==> config.mk <==
export PLATFORM = sky130hd
export DESIGN_NAME = emu_frame_gen
export DESIGN_NICKNAME = d
export VERILOG_FILES = /design/src/rtl/emu_frame_pkg.sv /design/src/rtl/emu_frame_ctl.sv /design/src/rtl/emu_frame_addr.sv /design/src/rtl/emu_frame_mux.sv /design/src/rtl/emu_frame_gen.sv
export SDC_FILE = /design/constraint.sdc
export NUM_CORES = 1
export LEC_CHECK = 0
export BUFFER_PORTS_ARGS = -buffer_cell sky130_fd_sc_hd__buf_4
export CAP_MARGIN = 0
export CELL_PAD_IN_SITES_DETAIL_PLACEMENT = 1
export CELL_PAD_IN_SITES_GLOBAL_PLACEMENT = 2
export CORE_MARGIN = 4
export CORE_UTILIZATION = 34
export DETAILED_ROUTE_END_ITERATION = 6
export PLACE_DENSITY_LB_ADDON = 0.08
export SLEW_MARGIN = 20
export SYNTH_ARGS = -nofsm -noshare
export SYNTH_HDL_FRONTEND = slang
export SYNTH_SLANG_ARGS = --single-unit
==> constraint.sdc <==
create_clock -name clk -period 4.8 [get_ports clk]
set_input_delay 0.72 -clock clk [delete_from_list [all_inputs] [get_ports clk]]
set_output_delay 0.72 -clock clk [all_outputs]
set_load 0.01 [all_outputs]
==> src/rtl/emu_frame_pkg.sv <==
package emu_frame_pkg;
  typedef enum logic {
    ST_IDLE  = 1'b0,
    ST_WRITE = 1'b1
  } fw_state_t;

  localparam int unsigned VEC_FULL   = 0;
  localparam int unsigned VEC_RESUME = 1;
endpackage

==> src/rtl/emu_frame_ctl.sv <==
module emu_frame_ctl
  import emu_frame_pkg::*;
#(
  parameter int IDX_W = 4
) (
  input  logic             clk,
  input  logic             rst_n,
  input  logic             req_valid,
  input  logic [IDX_W-1:0] last_idx,
  input  logic             mem_ready,
  input  logic             mem_err,
  output logic             req_ready,
  output logic             accept,
  output logic             busy,
  output logic             mem_valid,
  output logic             step,
  output logic             fin,
  output logic [IDX_W-1:0] idx,
  output logic             done,
  output logic             err
);
  fw_state_t        st_q;
  logic [IDX_W-1:0] idx_q;
  logic             done_q, err_q;
  logic             hs, hs_bad;

  assign req_ready = (st_q == ST_IDLE);
  assign busy      = (st_q == ST_WRITE);
  assign mem_valid = busy;
  assign accept    = req_ready && req_valid;
  assign hs        = busy && mem_ready;
  assign hs_bad    = hs && mem_err;
  assign step      = hs && !mem_err && (idx_q != '0);
  assign fin       = hs && !mem_err && (idx_q == '0);
  assign idx       = idx_q;
  assign done      = done_q;
  assign err       = err_q;

  always_ff @(posedge clk or negedge rst_n) begin
    if (!rst_n) begin
      st_q   <= ST_IDLE;
      idx_q  <= '0;
      done_q <= 1'b0;
      err_q  <= 1'b0;
    end else begin
      done_q <= fin;
      err_q  <= hs_bad;
      case (st_q)
        ST_IDLE: begin
          if (accept) begin
            st_q  <= ST_WRITE;
            idx_q <= last_idx;
          end
        end
        ST_WRITE: begin
          if (hs_bad || fin) begin
            st_q <= ST_IDLE;
          end else if (step) begin
            idx_q <= idx_q - 1'b1;
          end
        end
        default: st_q <= ST_IDLE;
      endcase
    end
  end
endmodule

==> src/rtl/emu_frame_addr.sv <==
module emu_frame_addr #(
  parameter int DATA_W = 32
) (
  input  logic              clk,
  input  logic              rst_n,
  input  logic              load,
  input  logic              step,
  input  logic [DATA_W-1:0] sp_in,
  output logic [DATA_W-1:0] addr
);
  localparam int WORD_BYTES = DATA_W / 8;
  localparam logic [DATA_W-1:0] STRIDE = DATA_W'(WORD_BYTES);

  logic [DATA_W-1:0] addr_q;

  always_ff @(posedge clk or negedge rst_n) begin
    if (!rst_n) begin
      addr_q <= '0;
    end else if (load) begin
      addr_q <= sp_in - STRIDE;
    end else if (step) begin
      addr_q <= addr_q - STRIDE;
    end
  end

  assign addr = addr_q;
endmodule

==> src/rtl/emu_frame_mux.sv <==
module emu_frame_mux #(
  parameter int DATA_W   = 32,
  parameter int OPC_W    = 16,
  parameter int MAX_OPND = 8,
  parameter int CNT_W    = 4,
  parameter int IDX_W    = 4
) (
  input  logic                       fpd,
  input  logic [CNT_W-1:0]           cnt,
  input  logic [IDX_W-1:0]           idx,
  input  logic [OPC_W-1:0]           opcode,
  input  logic [DATA_W-1:0]          pc,
  input  logic [MAX_OPND*DATA_W-1:0] opnds,
  input  logic [DATA_W-1:0]          next_pc,
  input  logic [DATA_W-1:0]          psl,
  output logic [DATA_W-1:0]          word
);
  logic [DATA_W-1:0] opnd_arr [MAX_OPND];
  logic [IDX_W-1:0]  npc_idx;

  for (genvar g = 0; g < MAX_OPND; g++) begin : g_unpack
    assign opnd_arr[g] = opnds[g*DATA_W +: DATA_W];
  end

  assign npc_idx = IDX_W'(cnt) + IDX_W'(2);

  always_comb begin
    word = psl;
    if (fpd) begin
      word = (idx == '0) ? pc : psl;
    end else if (idx == '0) begin
      word = DATA_W'(opcode);
    end else if (idx == IDX_W'(1)) begin
      word = pc;
    end else if (idx == npc_idx) begin
      word = next_pc;
    end else if (idx > npc_idx) begin
      word = psl;
    end else begin
      for (int k = 0; k < MAX_OPND; k++) begin
        if (idx == IDX_W'(k + 2)) word = opnd_arr[k];
      end
    end
  end
endmodule

==> src/rtl/emu_frame_gen.sv <==
module emu_frame_gen
  import emu_frame_pkg::*;
#(
  parameter int DATA_W   = 32,
  parameter int OPC_W    = 16,
  parameter int MAX_OPND = 8,
  parameter int CNT_W    = 4
) (
  input  logic                       clk,
  input  logic                       rst_n,
  input  logic                       req_valid,
  output logic                       req_ready,
  input  logic [OPC_W-1:0]           req_opcode,
  input  logic [DATA_W-1:0]          req_pc,
  input  logic [CNT_W-1:0]           req_count,
  input  logic [MAX_OPND*DATA_W-1:0] req_opnds,
  input  logic [DATA_W-1:0]          req_next_pc,
  input  logic [DATA_W-1:0]          req_psl,
  input  logic [DATA_W-1:0]          req_sp,
  input  logic                       req_fpd,
  output logic                       busy,
  output logic                       mem_valid,
  input  logic                       mem_ready,
  output logic [DATA_W-1:0]          mem_addr,
  output logic [DATA_W-1:0]          mem_data,
  input  logic                       mem_err,
  output logic                       done,
  output logic                       err,
  output logic [DATA_W-1:0]          sp_new,
  output logic                       vec_sel
);
  localparam int IDX_W = $clog2(MAX_OPND + 4);
  localparam logic [CNT_W-1:0] CNT_MAX = CNT_W'(MAX_OPND);

  logic [CNT_W-1:0]           cnt_c, cnt_q;
  logic [IDX_W-1:0]           last_idx, idx;
  logic                       accept, step, fin;
  logic [OPC_W-1:0]           opc_q;
  logic [DATA_W-1:0]          pc_q, npc_q, psl_q, sp_q;
  logic [MAX_OPND*DATA_W-1:0] opnd_q;
  logic                       fpd_q, vec_q;

  // counts above the operand limit are clamped
  assign cnt_c    = (req_count > CNT_MAX) ? CNT_MAX : req_count;
  assign last_idx = req_fpd ? IDX_W'(1) : (IDX_W'(cnt_c) + IDX_W'(3));

  always_ff @(posedge clk or negedge rst_n) begin
    if (!rst_n) begin
      opc_q  <= '0;
      pc_q   <= '0;
      npc_q  <= '0;
      psl_q  <= '0;
      opnd_q <= '0;
      cnt_q  <= '0;
      fpd_q  <= 1'b0;
    end else if (accept) begin
      opc_q  <= req_opcode;
      pc_q   <= req_pc;
      npc_q  <= req_next_pc;
      psl_q  <= req_psl;
      opnd_q <= req_opnds;
      cnt_q  <= cnt_c;
      fpd_q  <= req_fpd;
    end
  end

  // result registers move only on a clean finish
  always_ff @(posedge clk or negedge rst_n) begin
    if (!rst_n) begin
      sp_q  <= '0;
      vec_q <= 1'b0;
    end else if (fin) begin
      sp_q  <= mem_addr;
      vec_q <= fpd_q ? 1'(VEC_RESUME) : 1'(VEC_FULL);
    end
  end

  assign sp_new  = sp_q;
  assign vec_sel = vec_q;

  emu_frame_ctl #(.IDX_W(IDX_W)) u_ctl (
    .clk       (clk),
    .rst_n     (rst_n),
    .req_valid (req_valid),
    .last_idx  (last_idx),
    .mem_ready (mem_ready),
    .mem_err   (mem_err),
    .req_ready (req_ready),
    .accept    (accept),
    .busy      (busy),
    .mem_valid (mem_valid),
    .step      (step),
    .fin       (fin),
    .idx       (idx),
    .done      (done),
    .err       (err)
  );

  emu_frame_addr #(.DATA_W(DATA_W)) u_addr (
    .clk   (clk),
    .rst_n (rst_n),
    .load  (accept),
    .step  (step),
    .sp_in (req_sp),
    .addr  (mem_addr)
  );

  emu_frame_mux #(
    .DATA_W   (DATA_W),
    .OPC_W    (OPC_W),
    .MAX_OPND (MAX_OPND),
    .CNT_W    (CNT_W),
    .IDX_W    (IDX_W)
  ) u_mux (
    .fpd     (fpd_q),
    .cnt     (cnt_q),
    .idx     (idx),
    .opcode  (opc_q),
    .pc      (pc_q),
    .opnds   (opnd_q),
    .next_pc (npc_q),
    .psl     (psl_q),
    .word    (mem_data)
  );
endmodule

==> results of run 1 <==
[synthesized netlist by cell type, types with 22 or more instances]
library cell / n
dfrtp_1: 445
nor3_1: 22
buf_1: 23
nor2_1: 73
nand3_1: 28
o21ai_0: 129
a31oi_1: 41
a21oi_1: 65
or3_1: 35
o221ai_1: 27
o22ai_1: 55
clkbuf_1: 161
nand2_1: 1287
mux2_2: 52
xnor2_1: 23
[final timing paths]
check	to	slack, ns
min reg2reg	opnd_q[10]	0.47
min	sp_new[20]	0.17
max in group asynchronous	opnd_q[51]	3.54
min in group clk	opc_q[12]	0.30
max	mem_data[17]	0.19
max reg2reg	u_addr.addr[21]	1.35
[metrics by stage]
stage / utilization / area (µm²)
3_5_place_dp: 0.418 / 27100
3_3_place_gp: 0.418 / 27100
5_1_grt: 0.448 / 29100
4_1_cts: 0.447 / 29000
2_1_floorplan: - / 22500
6_report: 0.448 / 29100
[kinds of logic after synthesis]
kind of cell               count (synthesis)  share of synthesized area
AOI/OAI and AO/OA                        497                      0.149
DFF                                      445                      0.496
xor gates and xnor gates                  30                     0.0117
muxes                                     66                     0.0329
buffers and inverters                    202                     0.0349
adders and majority gates                 11                    0.00613
and+or+nand+nor                         1502                      0.270
[cell usage in the layout, fill, tap and decap left out, types with 11 or more instances in the layout]
| cell type | count |
|---|---|
| nand2_1 | 1287 |
| buf_4 | 556 |
| dfrtp_1 | 445 |
| o21ai_0 | 128 |
| nor2_1 | 71 |
| a21oi_1 | 65 |
| o22ai_1 | 55 |
| clkbuf_16 | 55 |
| mux2_2 | 52 |
| a31oi_1 | 38 |
| or3_1 | 34 |
| nand3_1 | 28 |
| o221ai_1 | 27 |
| xnor2_1 | 23 |
| nor3_1 | 21 |
| a221oi_1 | 20 |
| clkbuf_8 | 20 |
| a211oi_1 | 18 |
| a211o_1 | 16 |
| a22o_1 | 16 |
| o211ai_1 | 13 |
| a21o_1 | 13 |
| o21bai_1 | 13 |
| mux2i_1 | 12 |
| a221o_1 | 12 |
| a2111oi_0 | 12 |
| clkbuf_1 | 11 |
[timing repair]
action                                  in CTS  in global routing
setup buffers                                0                  3
resized for setup                            0                 11
hold buffers                                 0                  0
endpoints found under the setup margin       0                 16
[sequential cells by signal, indices dropped and copies added, names as in the netlist]
signal,flops
fpd_q,1
u_ctl.done,1
sp_new,32
vec_sel,1
u_ctl.busy,1
u_addr.addr,32
opnd_q,256
u_ctl.idx,4
cnt_q,4
npc_q,32
pc_q,32
psl_q,32
opc_q,16
u_ctl.err,1
[layout make-up]
class                           instances  area share
Timing Repair Buffer                  564       0.149
Multi-Input combinational cell       2106       0.365
Sequential cell                       445       0.382
Inverter                                9     0.00116
Clock buffer                           86      0.0581
Antenna cell                            5    0.000430
Tap cell                              855      0.0367
Clock inverter                         13     0.00761
[routing by layer]
metal  track usage  share of wire  vias to the layer above
met5             0        0.00043                        -
li1              -              -                    10100
met3        0.0417          0.056                      174
met1         0.410           0.44                    11300
met4         0.117          0.043                        8
met2         0.469           0.46                      742
[power by group through the flow]
stage / Sequential (mW) / Combinational (mW) / Clock (mW)
4_1_cts: 7.83 / 10.1 / 4.48
3_5_place_dp: 7.86 / 10.0 / 0
5_1_grt: 7.99 / 11.1 / 4.64
6_report: 7.89 / 10.2 / 4.40
3_3_place_gp: 7.85 / 9.81 / 0
2_1_floorplan: 6.67 / 5.65 / 0
[critical path: cells and delay by family (launching register included)]
family | cells | cell delay (ns)
AOI/OAI and AO/OA | 6 | 1.67
buffers and inverters | 4 | 0.91
DFF | 1 | 0.42
adders and majority gates | 1 | 0.26
==> impl_metrics.json, run 1 <==
{
  "path_class": "reg2out",
  "rr_startpoint": "u_ctl.idx[2]",
  "critPathCaptureType": "primary output",
  "wl_mm": 107,
  "path_clk_slew_ns": 0.06,
  "power_density_mw_per_mm2": 773,
  "multiInputGateArea_mm2": 0.0106,
  "seqPwrFrac": 0.351,
  "slew_violations": 0,
  "wl_per_cell_um": 26.2,
  "tightestPinTransition_ns": 1.06,
  "rows": 93,
  "outcome": "finished clean",
  "core_mm2": 0.0649,
  "regArea_mm2": 0.0111,
  "ys_seq_elements": 445,
  "cts_tree": "yes",
  "p_switching_mw": 10.4,
  "dieWidth_um": 265,
  "htree_levels": 2,
  "gp_congestion": 0.967,
  "grt_usage": 0.295,
  "gr-total-overflow": 0,
  "io_pins": 512,
  "first_pass_iters": 5,
  "crit_path_start_kind": "flip-flop",
  "rr_worst_depth": 8,
  "num-fill-cells": 7730,
  "synth_area_mm2": 0.0225,
  "grt_pass1_wl_mm": 157,
  "initial_core_util": 0.346,
  "numCtsBuffers": 53,
  "tns_ns": 0,
  "worst_ep_required_time_ns": 4.08,
  "ys_seq_area_frac": 0.496,
  "finalWorstSetupSlack_ns": 0.192,
  "drt-vias-per-instance": 5.45,
  "cts_sinks": 445,
  "yosysTopAreaCell": "dfrtp_1",
  "slowest_stage": "a31oi_1",
  "hold_viol": 0,
  "synth.area.top_cells": "dfrtp_1 (50%), nand2_1 (22%), o21ai_0 (2.9%)",
  "finalCriticalPeriod_ns": 4.61,
  "yosysWarningCount": 0,
  "die_area_mm2": 0.0702,
  "hpwl_mm": 81.2,
  "grt_start_max_net_pins": 228,
  "num_vias": 22300,
  "syn-mean-instance-area_um2": 8.16,
  "final_cells": 4083,
  "cts_buffer_depth": 3,
  "synth_ff_type": "dfrtp_1",
  "finalPower_mw": 22.5,
  "post-route-period-util": 0.960,
  "pwr-share-comb": 0.454,
  "startpoint": "u_ctl.idx[0]",
  "synth_top_area_frac": 0.496,
  "maxCapViolCount": 0,
  "path_cells": "inv_1 > ha_2 > buf_4 > o21ai_0 > buf_4 > a21oi_1 > a211o_1 > a31oi_1 > a2111oi_0 > o21ai_0 > buf_4",
  "crit_top_cell": "buf_4",
  "clockPowerShare": 0.195,
  "drive_above_1_share": 0.230,
  "intPower_mw": 12.1,
  "first_iter_violations": 1852,
  "ys_async_sr_fraction": 1.00,
  "drt_drc_violations_left": 0,
  "numPlacedInstances": 3976,
  "slew-limit-headroom": 0.291,
  "synth_edf_count": 0,
  "place_ws_ns": 0.719,
  "yosysUniqueCellTypes": 76,
  "skew_ns": 0.0127,
  "die_h_um": 265,
  "synth_nets": 3174,
  "nNetsFinal": 3600,
  "postSynthCellCount": 2753,
  "syn2layout_area_growth_pct": 29.7,
  "critical_path_arrival_ns": 3.89,
  "swShare": 0.460,
  "rsz0062_at_grt": "no",
  "antenna_found_initial": 8,
  "hold_class": "in2async",
  "irDropWorstVdd_uv": 322,
  "cp_max_fo": 51,
  "clk_latency_ns": 0.61,
  "slowest_delay_ns": 0.48,
  "hold_slack_ns": 0.171,
  "portBuffers": 511,
  "ant_nets": 0,
  "grt_pass1_vias": 23400,
  "power.leakage_nw": 14.6,
  "cts-root-buf": "clkbuf_16",
  "finalSetupViolCount": 0,
  "fmax_mhz": 217
}
No activity file was read; power rests on OpenSTA's default activity.
==> run 2: changes to the inputs <==
- CORE_UTILIZATION: 34 -> 39
- SYNTH_HIERARCHICAL: default -> 1
==> impl_metrics.json, run 2 <==
{
  "synth_nets": 2480,
  "hold_slack_ns": 0.141,
  "antenna_found_initial": 16,
  "crit_path_start_kind": "flip-flop",
  "grt_pass1_vias": 21100,
  "drt-vias-per-instance": 5.59,
  "first_iter_violations": 1090,
  "synth_ff_type": "dfrtp_1",
  "path_clk_slew_ns": 0.06,
  "grt_pass1_wl_mm": 139,
  "gp_congestion": 0.867,
  "drive_above_1_share": 0.427,
  "ant_nets": 0,
  "path_class": "reg2out",
  "rr_startpoint": "u_ctl/busy",
  "yosysWarningCount": 6,
  "yosysTopAreaCell": "dfrtp_1",
  "clk_latency_ns": 0.62,
  "nNetsFinal": 2938,
  "seqPwrFrac": 0.319,
  "die_h_um": 259,
  "fmax_mhz": 221,
  "skew_ns": 0.0242,
  "rows": 91,
  "finalPower_mw": 23.1,
  "outcome": "finished clean",
  "layout_common_cells": "buf_4 (551), dfrtp_1 (443), mux2_4 (337)",
  "final_cells": 3406,
  "startpoint": "u_ctl/idx[2]",
  "pwr-share-comb": 0.503,
  "yosysMostFrequentCell": "dfrtp_1",
  "cts-root-buf": "clkbuf_16",
  "htree_levels": 2,
  "syn2layout_area_growth_pct": 24.8,
  "power_density_mw_per_mm2": 751,
  "r2r_slack_ns": 1.33,
  "synth_common_cells": "dfrtp_1 (445), mux2_4 (337), nor2_1 (148), nand2_1 (129), o21ai_0 (87)",
  "num-fill-cells": 6659,
  "endpoint": "mem_data[2]",
  "post-route-period-util": 0.941,
  "critical_path_arrival_ns": 3.80,
  "die_area_mm2": 0.0673,
  "numCtsBuffers": 53,
  "synth_area_mm2": 0.0247,
  "cts_sinks": 445,
  "synth.area.top_cells": "dfrtp_1 (45%), mux2_4 (21%), mux2_2 (3.2%)",
  "drt_drc_violations_left": 0,
  "first_pass_iters": 5,
  "gr-total-overflow": 0,
  "cp_max_fo": 18,
  "ys_seq_elements": 445,
  "rr_worst_depth": 8,
  "wl_per_cell_um": 27.7,
  "hold_buffers": 0,
  "postSynthCellCount": 2063,
  "rsz0062_at_grt": "no",
  "grt_start_max_net_pins": 121,
  "cts_tree": "yes",
  "initial_core_util": 0.397,
  "worst_ep_required_time_ns": 4.08,
  "hold_viol": 0,
  "cts_buffer_depth": 3,
  "tightestPinTransition_ns": 1.02,
  "hpwl_mm": 69.2,
  "largest_reg_flops": 256,
  "wl_mm": 94.3,
  "finalCriticalPeriod_ns": 4.52,
  "core_mm2": 0.0622,
  "synth_top_area_frac": 0.452,
  "slew_violations": 0,
  "final_common_cell": "buf_4",
  "power.leakage_nw": 14.1,
  "critPathCaptureType": "primary output",
  "dieWidth_um": 259,
  "multiInputGateArea_mm2": 0.0125,
  "maxCapViolCount": 0,
  "largest_register": "opnd_q",
  "portBuffers": 511,
  "io_pins": 512,
  "grt_usage": 0.272,
  "finalSetupViolCount": 0,
  "ys_seq_area_frac": 0.452,
  "num_vias": 19000,
  "p_switching_mw": 9.41,
  "regArea_mm2": 0.0111,
  "intPower_mw": 13.7,
  "irDropWorstVdd_uv": 377,
  "synth_edf_count": 0,
  "swShare": 0.407,
  "clockPowerShare": 0.177,
  "yosysUniqueCellTypes": 85,
  "hold_class": "in2async",
  "tns_ns": 0,
  "numPlacedInstances": 3303,
  "ys_async_sr_fraction": 1.00,
  "slew-limit-headroom": 0.323,
  "syn-mean-instance-area_um2": 12.0,
  "r2r_end": "u_addr/addr[25]"
}
-- run 2: timing repair --
item,4_1_cts,5_1_grt
endpoints found under the setup margin,0,4
setup buffers,0,0
resized for setup,0,1
-- run 2: area by class of cell --
type / instances / share of cell area
Clock inverter: 10 / 0.00415
Tap cell: 837 / 0.0340
Timing Repair Buffer: 558 / 0.139
Antenna cell: 8 / 0.000651
Inverter: 16 / 0.00220
Sequential cell: 445 / 0.362
Multi-Input combinational cell: 1447 / 0.406
Clock buffer: 85 / 0.0522
-- run 2: layer usage --
layer,up-vias,part of all wire,GRT usage
li1,8457,-,-
met1,9850,0.39,0.318
met2,551,0.51,0.485
met3,156,0.064,0.0695
met4,16,0.037,0.0958
met5,-,0.0012,0
-- run 2: worst max-delay path, stage by stage, from the launching register on --
cell      delay [ns]
dfrtp_1         0.68
or3b_1          0.61
buf_4           0.39
nor3_1          0.08
a211oi_1        0.45
o221a_2         0.30
o221ai_1        0.25
a21oi_1         0.24
buf_4           0.15
-- run 2: per-stage QoR --
| stage | setup WS, ns | instance area, µm² | utilization |
|---|---|---|---|
| final | 0.282 | 30800 | 0.495 |
| after global routing | 0.160 | 30800 | 0.495 |
| after detailed placement | 0.762 | 29000 | 0.467 |
| after CTS | 0.0705 | 30700 | 0.495 |
| after global placement | 0.832 | 29000 | 0.467 |
| after floorplan | 0.849 | 24700 | - |
-- run 2: how the worst min path moves through the flow --
stage,from,to,slack [ns],cells past startpoint
finish,rst_n,opnd_q[98],0.14,1
global route,rst_n,opnd_q[71],0.17,1
CTS,rst_n,opnd_q[164],0.17,1
detailed placement,opnd_q[129],opnd_q[129],0.49,1
global placement,opnd_q[140],opnd_q[140],0.49,1
floorplan,rst_n,cnt_q[0],0.42,0
-- run 2: logic make-up (layout without fill, tap and decap cells) --
| kind of cell | after synthesis | in the layout | share of synthesized area |
|---|---|---|---|
| AO/OA/AOI/OAI | 441 | 441 | 0.121 |
| XOR/XNOR | 50 | 50 | 0.0178 |
| adder cells (fa/ha/maj) | 7 | 7 | 0.00355 |
| buffers and inverters | 171 | 669 | 0.0439 |
| flip-flops | 445 | 445 | 0.452 |
| multiplexers | 480 | 480 | 0.267 |
| other | 0 | 8 | 0 |
| AND/OR/NAND/NOR | 469 | 469 | 0.0951 |
-- run 2: power by group through the flow --
stage | clock network (mW) | logic [mW] | registers [mW]
floorplan | 0 | 7.53 | 6.77
global placement | 0 | 11.5 | 7.35
detailed placement | 0 | 11.6 | 7.40
CTS | 4.19 | 11.7 | 7.39
global route | 4.36 | 12.3 | 7.63
finish | 4.09 | 11.6 | 7.38
